`src/rtl/fsm2_pkg.sv`:
```
`timescale 1ns/1ps
package fsm2_pkg;
  localparam int ST_W  = 2;
  localparam int IN_W  = 2;
  localparam int SYNC_STAGES = 2;

  typedef struct packed {
    logic q1;
    logic q0;
  } st_t;

  typedef struct packed {
    logic a;
    logic b;
  } din_t;

  localparam st_t ST_IDLE = '{q1: 1'b0, q0: 1'b0};
endpackage

```
`src/rtl/fsm2_rst_sync.sv`:
```
`timescale 1ns/1ps
module fsm2_rst_sync #(
  parameter int STAGES = 2
) (
  input  logic clk,
  input  logic arst_n,
  output logic rst_n_o
);
  logic [STAGES-1:0] sync_q;

  generate
    if (STAGES == 1) begin : g_single
      always_ff @(posedge clk or negedge arst_n) begin
        if (!arst_n) sync_q <= '0;
        else         sync_q <= 1'b1;
      end
    end else begin : g_chain
      always_ff @(posedge clk or negedge arst_n) begin
        if (!arst_n) sync_q <= '0;
        else         sync_q <= {sync_q[STAGES-2:0], 1'b1};
      end
    end
  endgenerate

  assign rst_n_o = sync_q[STAGES-1];
endmodule

```
`src/rtl/fsm2_next_flat.sv`:
```
`timescale 1ns/1ps
module fsm2_next_flat
  import fsm2_pkg::*;
(
  input  st_t  cur,
  input  din_t din,
  output st_t  nxt
);
  // Two-level sum-of-products form, one product term per line.
  always_comb begin
    nxt.q0 = ( din.b &  ~cur.q1 & ~cur.q0)
           | (~din.a &   din.b  & ~cur.q1)
           | (~din.a &   din.b  & ~cur.q0);
    nxt.q1 = ( cur.q1 & ~cur.q0)
           | (~din.a &  cur.q1)
           | ( din.b &  cur.q0);
  end
endmodule

```
`src/rtl/fsm2_next_fact.sv`:
```
`timescale 1ns/1ps
module fsm2_next_fact
  import fsm2_pkg::*;
(
  input  st_t  cur,
  input  din_t din,
  output st_t  nxt
);
  logic div_c;   // shared divisor, built once

  always_comb begin
    div_c  = ~cur.q0 | ~din.a;
    nxt.q1 = (div_c & cur.q1) | (din.b & cur.q0);
    nxt.q0 = din.b & ((div_c & ~cur.q1) | (~din.a & ~cur.q0));
  end
endmodule

```
`src/rtl/fsm2_factored.sv`:
```
`timescale 1ns/1ps
module fsm2_factored
  import fsm2_pkg::*;
(
  input  logic       clk,
  input  logic       rst_n,
  input  logic       a,
  input  logic       b,
  output logic       q1,
  output logic       q0,
  output logic [1:0] nxt_fact,
  output logic [1:0] nxt_flat
);
  logic rst_sync_n;
  st_t  st_q;
  st_t  st_d;
  st_t  fact_w;
  st_t  flat_w;
  din_t din_w;

  assign din_w = '{a: a, b: b};

  fsm2_rst_sync #(.STAGES(SYNC_STAGES)) rst_sync_i (
    .clk    (clk),
    .arst_n (rst_n),
    .rst_n_o(rst_sync_n)
  );

  fsm2_next_fact fact_i (.cur(st_q), .din(din_w), .nxt(fact_w));
  fsm2_next_flat flat_i (.cur(st_q), .din(din_w), .nxt(flat_w));

  // next-state process
  always_comb begin
    st_d = fact_w;
  end

  // register process
  always_ff @(posedge clk or negedge rst_sync_n) begin
    if (!rst_sync_n) st_q <= ST_IDLE;
    else             st_q <= st_d;
  end

  assign q1       = st_q.q1;
  assign q0       = st_q.q0;
  assign nxt_fact = {fact_w.q1, fact_w.q0};
  assign nxt_flat = {flat_w.q1, flat_w.q0};


  reset_clear_chk: assert property (@(posedge clk)
    !rst_n |-> ({q1, q0} == 2'b00));


  form_equal_chk: assert property (@(posedge clk) disable iff (!rst_sync_n)
    nxt_fact == nxt_flat);


  state_load_chk: assert property (@(posedge clk) disable iff (!rst_sync_n)
    1'b1 |=> ({q1, q0} == $past(nxt_fact)));


  d0_needs_b_chk: assert property (@(posedge clk) disable iff (!rst_sync_n)
    !b |-> !nxt_flat[0]);


  hold_q1_chk: assert property (@(posedge clk) disable iff (!rst_sync_n)
    (q1 && !q0) |-> nxt_flat[1]);
endmodule

```
`config.mk`:
```
export PLATFORM = sky130hd
export DESIGN_NAME = fsm2_factored
export DESIGN_NICKNAME = d
export VERILOG_FILES = /design/src/rtl/fsm2_pkg.sv /design/src/rtl/fsm2_rst_sync.sv /design/src/rtl/fsm2_next_flat.sv /design/src/rtl/fsm2_next_fact.sv /design/src/rtl/fsm2_factored.sv
export SDC_FILE = /design/constraint.sdc
export NUM_CORES = 1
export LEC_CHECK = 0
export BUFFER_PORTS_ARGS = -buffer_cell sky130_fd_sc_hd__buf_2
export CAP_MARGIN = 40
export CORE_AREA = 3 3 40 42
export CTS_CLUSTER_DIAMETER = 60
export DETAILED_ROUTE_END_ITERATION = 10
export DIE_AREA = 0 0 43 45
export GPL_ROUTABILITY_DRIVEN = 0
export PLACE_DENSITY_LB_ADDON = 0.3
export SETUP_SLACK_MARGIN = 0.1
export SLEW_MARGIN = 20
export SYNTH_ARGS = -nofsm -noshare
export SYNTH_HDL_FRONTEND = slang
export SYNTH_HIERARCHICAL = 1
export SYNTH_SLANG_ARGS = --single-unit
```
`constraint.sdc`:
```
create_clock -name clk -period 1 [get_ports clk]
set_clock_uncertainty 0.2 [all_clocks]
set_input_delay 0.2 -clock clk [delete_from_list [all_inputs] [get_ports clk]]
set_output_delay 0.2 -clock clk [all_outputs]
set_load 0.05 [all_outputs]
```
* After elaboration in Yosys (flattened, before gate mapping)
Cells that the tools add are included.
** Cells by class
- Bitwise operators :: 22
** Operators with widths (number)
- $and 1x1->1 :: 12
- $or 1x1->1 :: 7
- $not 1->1 :: 3
** Storage, ports and cells
- Output and inout port bits :: 6
- Register bits after elaboration :: 4

* Logic depth before layout (Yosys ltp)
Gate-level depths: netlist (run 1).
- Word-level depth :: 5
- Depth in mapped cells :: 2

* Hierarchy
The synthesis (run 1) kept the hierarchy.
** By module, submodules not included
- fsm2_rst_sync :: area an instance 53.8 um2, instances 1, cells each 3
- fsm2_factored :: area an instance 50.0 um2, instances 1, cells each 2
- fsm2_next_fact :: area an instance 28.8 um2, instances 1, cells each 5
- fsm2_next_flat :: area an instance 28.8 um2, instances 1, cells each 5

* Worst setup path before layout (run 1)
OpenSTA, ideal clock, no wires.
- Path kind :: register to output
- From :: register st_q (netlist bit q0)
- To :: output nxt_fact[1]
- Data arrival time :: 1.252 ns
- Path buffers :: 0
- Stages on the path, launching flop included :: 2
- Path slack :: -0.652 ns
- Data required time :: 0.600 ns
- Cells stage by stage :: dfrtp_1 > a22o_1
** Between the ends
- Word-level cells in the longest chain between the ends :: 4
- Elaborated cells between the ends (all ways) :: 5
** Ends and longest elaborated chain
- from (decl) :: RTL line fsm2_factored.sv:15 : st_t st_q;
- from (signal assigned) :: RTL line fsm2_factored.sv:40 : else st_q <= st_d;
- $not 1->1 :: RTL line fsm2_next_fact.sv:12 : div_c = ~cur.q0 | ~din.a;
- $or 1x1->1 :: RTL line fsm2_next_fact.sv:12
- $and 1x1->1 :: RTL line fsm2_next_fact.sv:13 : nxt.q1 = (div_c & cur.q1) | (din.b & cur.q0);
- $or 1x1->1 * :: RTL line fsm2_next_fact.sv:13
- to (decl) :: RTL line fsm2_factored.sv:11 : output logic [1:0] nxt_fact,
Every way passes the cells marked *; elsewhere a longest branch is shown, timed or not.

* Worst setup path after layout (run 1)
- From :: register st_q (netlist bit q1)
- To :: output nxt_fact[0]
** Between the ends
- Word-level cells in the longest chain between the ends :: 4
** Ends and longest elaborated chain
- $not 1->1 :: RTL line fsm2_next_fact.sv:14 : nxt.q0 = din.b & ((div_c & ~cur.q1) | (~din.a & ~cur.q0));
- $and 1x1->1 :: RTL line fsm2_next_fact.sv:14
- $or 1x1->1 :: RTL line fsm2_next_fact.sv:14
- $and 1x1->1 :: RTL line fsm2_next_fact.sv:14
No other way between the ends.

==> results_dict.tcl, run 1 <==
set metrics [dict create \
    die_w_um 43 \
    antenna_cells 0 \
    synth-seq-cells 4 \
    seq_power_share_pct 23.8 \
    start_util_pct 12.6 \
    p_sw_uw 424 \
    outcome "complete, but fails checks" \
    antenna_found_initial 0 \
    hold_class "reg -> async" \
    grt_max_degree 9 \
    initialDrtViolationCount 4 \
    fin_util_pct 26.2 \
    vias_per_cell 3.67 \
    fin_nets 37 \
    violations "hold timing, setup timing" \
    vias 169 \
    numCtsBuffers 3 \
    critPathMaxStageDelay_ps 440 \
    wirelength_um 406 \
    setup_viol 8 \
    reg2reg_slack_ps -150 \
    start_kind "register" \
    drv_slew 0 \
    pwr-share-comb_pct 55.5 \
    worstSetupPathType "reg -> out" \
    path_max_fanout 7 \
    netlist.area_leader.share_pct 62.0 \
    drc 0 \
    cts.htree.levels 1 \
    avgSynthCellArea_um2 10.8 \
    yosys_warnings 6 \
    io_buffer_count 9 \
    power.density_nw_per_um2 2930 \
    switching_share_pct 43.0 \
    clock.fmax_mhz 653 \
    root_buffer "clkbuf_4" \
    synth_cell_type_count 7 \
    grt_pass1_vias 179 \
    fin_crit_ps 1530 \
    worstReg2RegStart "q0" \
    synth_nets 19 \
    design_area_um2 337 \
    period_share_pct 153 \
    synthTopCellsByArea "dfrtp_1 62%, a22o_1 11%, o21a_1 9.3%" \
    whs_ps -181 \
    end_kind "output pin" \
    cts_sinks 4 \
    worstPathRequired_ps 600 \
    place_hpwl_um 301 \
    cp_cell_sequence "a21oi_2 -> o21a_2 -> buf_6" \
    grt_overflow 0 \
    r2r_cells 2 \
    clk_latency_ps 240 \
    tritoncts "done" \
    startpoint "q1" \
    p_int_uw 562 \
    power_leakage_uw 0.000159 \
    grt.total_usage_pct 5.27 \
    crit_arrival_ps 1130 \
    endpoint "nxt_fact[0]" \
    area_delta_synth_final_pct 109 \
    place_inst 40 \
    clkTransAtPathRegs_ps 40 \
    grt_first_pass_wirelength_um 683 \
    cts_buffer_depth 2 \
    clockPowerShare_pct 20.7 \
    antenna_left 0 \
    yosys.area.top_type "dfrtp_1" \
    hold_buffers 1 \
    wl_per_cell_um 8.83 \
    slowest_stage "dfrtp_2" \
    placementRows 13 \
    rsz0062_at_grt "yes" \
    placed_cell_area_um2 240 \
    postLayoutSetupSlackWorst_ps -532 \
    core_um2 1280 \
    drive_gt1_share_pct 71.0 \
    die_area_um2 1940 \
    fill_cells 136 \
    fp.dieH_um 45 \
    multi_input_area_um2 70.1 \
    syn_area_um2 161 \
    max_cap_violations 0 \
    drt_pass1_iterations 2 \
    io_pins 10 \
    fin_cells 46 \
    r2r_end "q1" \
    syn_inst 15 \
    max-vdd-ir-drop_v 0.00126 \
    seqCellArea_um2 103 \
    finalHoldViolations 2 \
    ys_seq_area_share_pct 62.0 \
]
-- worst max-delay path: cells and delay by family, from the launching register on --
kind,cells,cell delay [ps]
compound gates,2,300
buf+inv,1,150
flops,1,440
-- per-stage QoR --
stage	setup slack [ps]	setup TNS (ps)	hold slack, ps	total power, µW
global route	-588	-3420	-163	1050
finish	-532	-2970	-181	986
floorplan	-390	-2180	-296	527
detailed placement	-371	-1590	-213	628
CTS	-537	-2940	-173	991
global placement	-362	-1470	-213	618
-- synth_stat cells --
cell type  number
a21oi_1         2
conb_1          1
o21a_1          2
dfrtp_1         4
a22o_1          2
nand2_1         2
nor2_1          2
-- how the worst min path moves through the flow --
stage / slack [ps] / cells past startpoint / start / to
4_1_cts: -170 / 0 / rst_sync_i/sync_q[1] / q1
3_5_place_dp: -210 / 1 / rst_n / rst_sync_i/sync_q[0]
2_1_floorplan: -300 / 0 / rst_n / rst_sync_i/sync_q[0]
3_3_place_gp: -210 / 1 / rst_n / rst_sync_i/sync_q[0]
5_1_grt: -160 / 0 / rst_sync_i/sync_q[1] / q0
6_report: -180 / 0 / rst_sync_i/sync_q[1] / q1
-- state kept, by name (all words and copies together), names as in the netlist --
name and flops:
q0 1, q1 1, rst_sync_i/sync_q 2
-- cell usage in the layout, fill, tap and decap left out --
master         Yosys  final
buf_6              0      4
clkbuf_4           0      3
buf_2              0      3
buf_4              0      3
nor2_1             2      2
o21a_2             0      2
nand2_1            2      2
a22o_2             0      2
buf_8              0      2
dfrtp_2            0      2
dfrtp_1            4      2
a21oi_2            0      1
a21oi_1            2      1
dlygate4sd3_1      0      1
conb_1             1      1
-- final cells by class --
type	count	share of cell area, %
Timing Repair Buffer	13	36.4
Sequential cell	4	30.5
Clock buffer	3	6.69
Multi-Input combinational cell	11	20.8
Tap cell	15	5.58
-- cells by family after synthesis --
kind of cell and share of synthesized area [%]:
flip-flops 62.0, AND/OR/NAND/NOR 9.31, other 2.32, AO/OA/AOI/OAI 26.4
-- routing by layer --
layer / part of all wire [%] / global-route usage (%) / routed length [µm] / vias to the layer above
met4: 0 / 1.81 / 0 / 0
met5: 0 / 0 / 0 / -
met3: 15 / 6.37 / 62 / 0
met2: 37 / 7.78 / 151 / 12
met1: 47 / 4.40 / 192 / 74
li1: - / - / - / 83
-- timing repair --
action                                 in CTS  in global routing
pin swaps                                   2                  2
endpoints found under the hold margin       4                  2
gates cloned                                0                  0
gates resized for setup                    14                  1
buffers inserted                            2                  0
setup endpoints to repair                   8                  8
-- power groups by stage --
stage	sequential, µW	clock, µW	combinational, µW
3_5_place_dp	231	0	397
3_3_place_gp	226	0	392
5_1_grt	243	237	566
6_report	234	204	547
2_1_floorplan	300	0	227
4_1_cts	229	213	549
No activity file was read; power rests on OpenSTA's default activity.
==> run 2: changes to the inputs <==
==> constraint.sdc (replaced) <==
create_clock -name clk -period 1 [get_ports clk]
set_clock_uncertainty 0.2 [all_clocks]
set_input_delay 0.3 -clock clk [delete_from_list [all_inputs] [get_ports clk]]
set_output_delay 0.3 -clock clk [all_outputs]
set_load 0.05 [all_outputs]
==> run 2 against run 1 <==
Compared with the run above: sequential power hardly changed; setup slack worse by 100 ps; sequential share of layout area stayed put; flip-flop and latch count stayed put; utilization stayed put; fmax is 6.1% lower; final area stayed put; critical endpoint unchanged; combinational power hardly changed; non-clock buffer count stayed put; critical path depth stayed put; the flow still finishes with violations (hold timing, setup timing).
==> results_dict.tcl, run 2 (synthesized netlist as in run 1, its figures left out) <==
set metrics [dict create \
    clock.fmax_mhz 613 \
    vias_per_cell 3.67 \
    antenna_found_initial 0 \
    initialDrtViolationCount 4 \
    grt_overflow 0 \
    grt_first_pass_wirelength_um 683 \
    drive_gt1_share_pct 71.0 \
    p_sw_uw 424 \
    numCtsBuffers 3 \
    start_util_pct 12.6 \
    final_common_cell "buf_6" \
    vias 169 \
    path_delay_family "flip-flops" \
    io_pins 10 \
    power.density_nw_per_um2 2930 \
    cts_buffer_depth 2 \
    cp_cell_sequence "a21oi_2 -> o21a_2 -> buf_6" \
    power_leakage_uw 0.000159 \
    final_cell_mix "4 x buf_6, 3 x clkbuf_4, 3 x buf_2, 3 x buf_4" \
    clockPowerShare_pct 20.7 \
    root_buffer "clkbuf_4" \
    core_um2 1280 \
    clk_latency_ps 240 \
    critPathMaxStageDelay_ps 440 \
    fin_nets 37 \
    worstPathRequired_ps 500 \
    wirelength_um 406 \
    grt.total_usage_pct 5.27 \
    drv_slew 0 \
    worst-path-buf-inv 1 \
    design_area_um2 337 \
    antenna_cells 0 \
    switching_share_pct 43.0 \
    place_hpwl_um 301 \
    worstReg2RegStart "q0" \
    finalHoldViolations 2 \
    placementRows 13 \
    hold_buffers 1 \
    outcome "complete, but fails checks" \
    postLayoutSetupSlackWorst_ps -632 \
    hold_class "reg -> async" \
    end_kind "output pin" \
    clkTransAtPathRegs_ps 40 \
    regMostFlops "rst_sync_i/sync_q" \
    r2r_end "q1" \
    fin_tns_setup_ps -3570 \
    fin_util_pct 26.2 \
    max-vdd-ir-drop_v 0.00126 \
    grt_pass1_vias 179 \
    violations "hold timing, setup timing" \
    tritoncts "done" \
    cts_sinks 4 \
    fin_crit_ps 1630 \
    reg2reg_slack_ps -150 \
    start_kind "register" \
    fp.dieH_um 45 \
    crit_arrival_ps 1130 \
    drc 0 \
    antenna_left 0 \
    cts.htree.levels 1 \
    period_share_pct 163 \
    p_int_uw 562 \
    setup_viol 8 \
    drt_pass1_iterations 2 \
    whs_ps -181 \
    area_delta_synth_final_pct 109 \
    fill_cells 136 \
    worstSetupPathType "reg -> out" \
    io_buffer_count 9 \
    largest_register_ffs 2 \
    pwr-share-comb_pct 55.5 \
    placed_cell_area_um2 240 \
    total_power_uw 986 \
    die_w_um 43 \
    die_area_um2 1940 \
    rsz0062_at_grt "yes" \
    slowest_stage "dfrtp_2" \
    wl_per_cell_um 8.83 \
    grt_max_degree 9 \
    path_max_fanout 7 \
    max_cap_violations 0 \
    seq_power_share_pct 23.8 \
    r2r_cells 2 \
]
==> run 2: cell counts in the layout (fill, tap and decap cells not counted) <==
Identical to the previous run, type by type.
==> run 2: power groups by stage <==
stage / Clock, µW / Combinational, µW / Sequential [µW]
2_1_floorplan: 0 / 227 / 300
3_3_place_gp: 0 / 392 / 226
3_5_place_dp: 0 / 397 / 231
4_1_cts: 213 / 549 / 229
5_1_grt: 237 / 566 / 243
6_report: 204 / 547 / 234
==> run 2: area by class of cell <==
type                    count  area (µm²)  area share, %
repair buffers             13         123           36.4
flip-flops and latches      4         103           30.5
multi-input cells          11        70.1           20.8
clock buffers               3        22.5           6.69
well taps                  15        18.8           5.58
==> run 2: timing repair <==
item | in CTS | in global routing
resized for setup | 14 | 1
endpoints found under the setup margin | 8 | 8
pin swaps | 2 | 2
setup buffers | 2 | 0
gates cloned | 0 | 0
endpoints found under the hold margin | 4 | 2
==> run 2: worst max-delay path by stage <==
stage,endpoint,start,cells past startpoint,slack [ps]
finish,nxt_fact[0],q1,3,-630
global route,nxt_fact[0],q1,3,-690
detailed placement,nxt_fact[0],q1,3,-470
global placement,nxt_fact[0],q1,3,-460
CTS,nxt_fact[0],q1,3,-640
floorplan,nxt_fact[0],q1,2,-490
==> run 2: through the flow <==
step	instances	setup WS [ps]
after floorplan	15	-490
after global placement	40	-462
after detailed placement	40	-471
after CTS	46	-637
after global routing	46	-688
final	46	-632
==> run 2: layer usage <==
| metal | part of all wire, % | routed length, µm | GRT usage [%] | vias to the layer above |
|---|---|---|---|---|
| li1 | - | - | - | 83 |
| met1 | 47 | 192 | 4.40 | 74 |
| met2 | 37 | 151 | 7.78 | 12 |
| met3 | 15 | 62 | 6.37 | 0 |
| met4 | 0 | 0 | 1.81 | 0 |
| met5 | 0 | 0 | 0 | - |
==> run 2: worst register-to-register path, cell delays in order (launching register included) <==
cell	delay, ps
dfrtp_2	440
a22o_2	270
buf_4	130
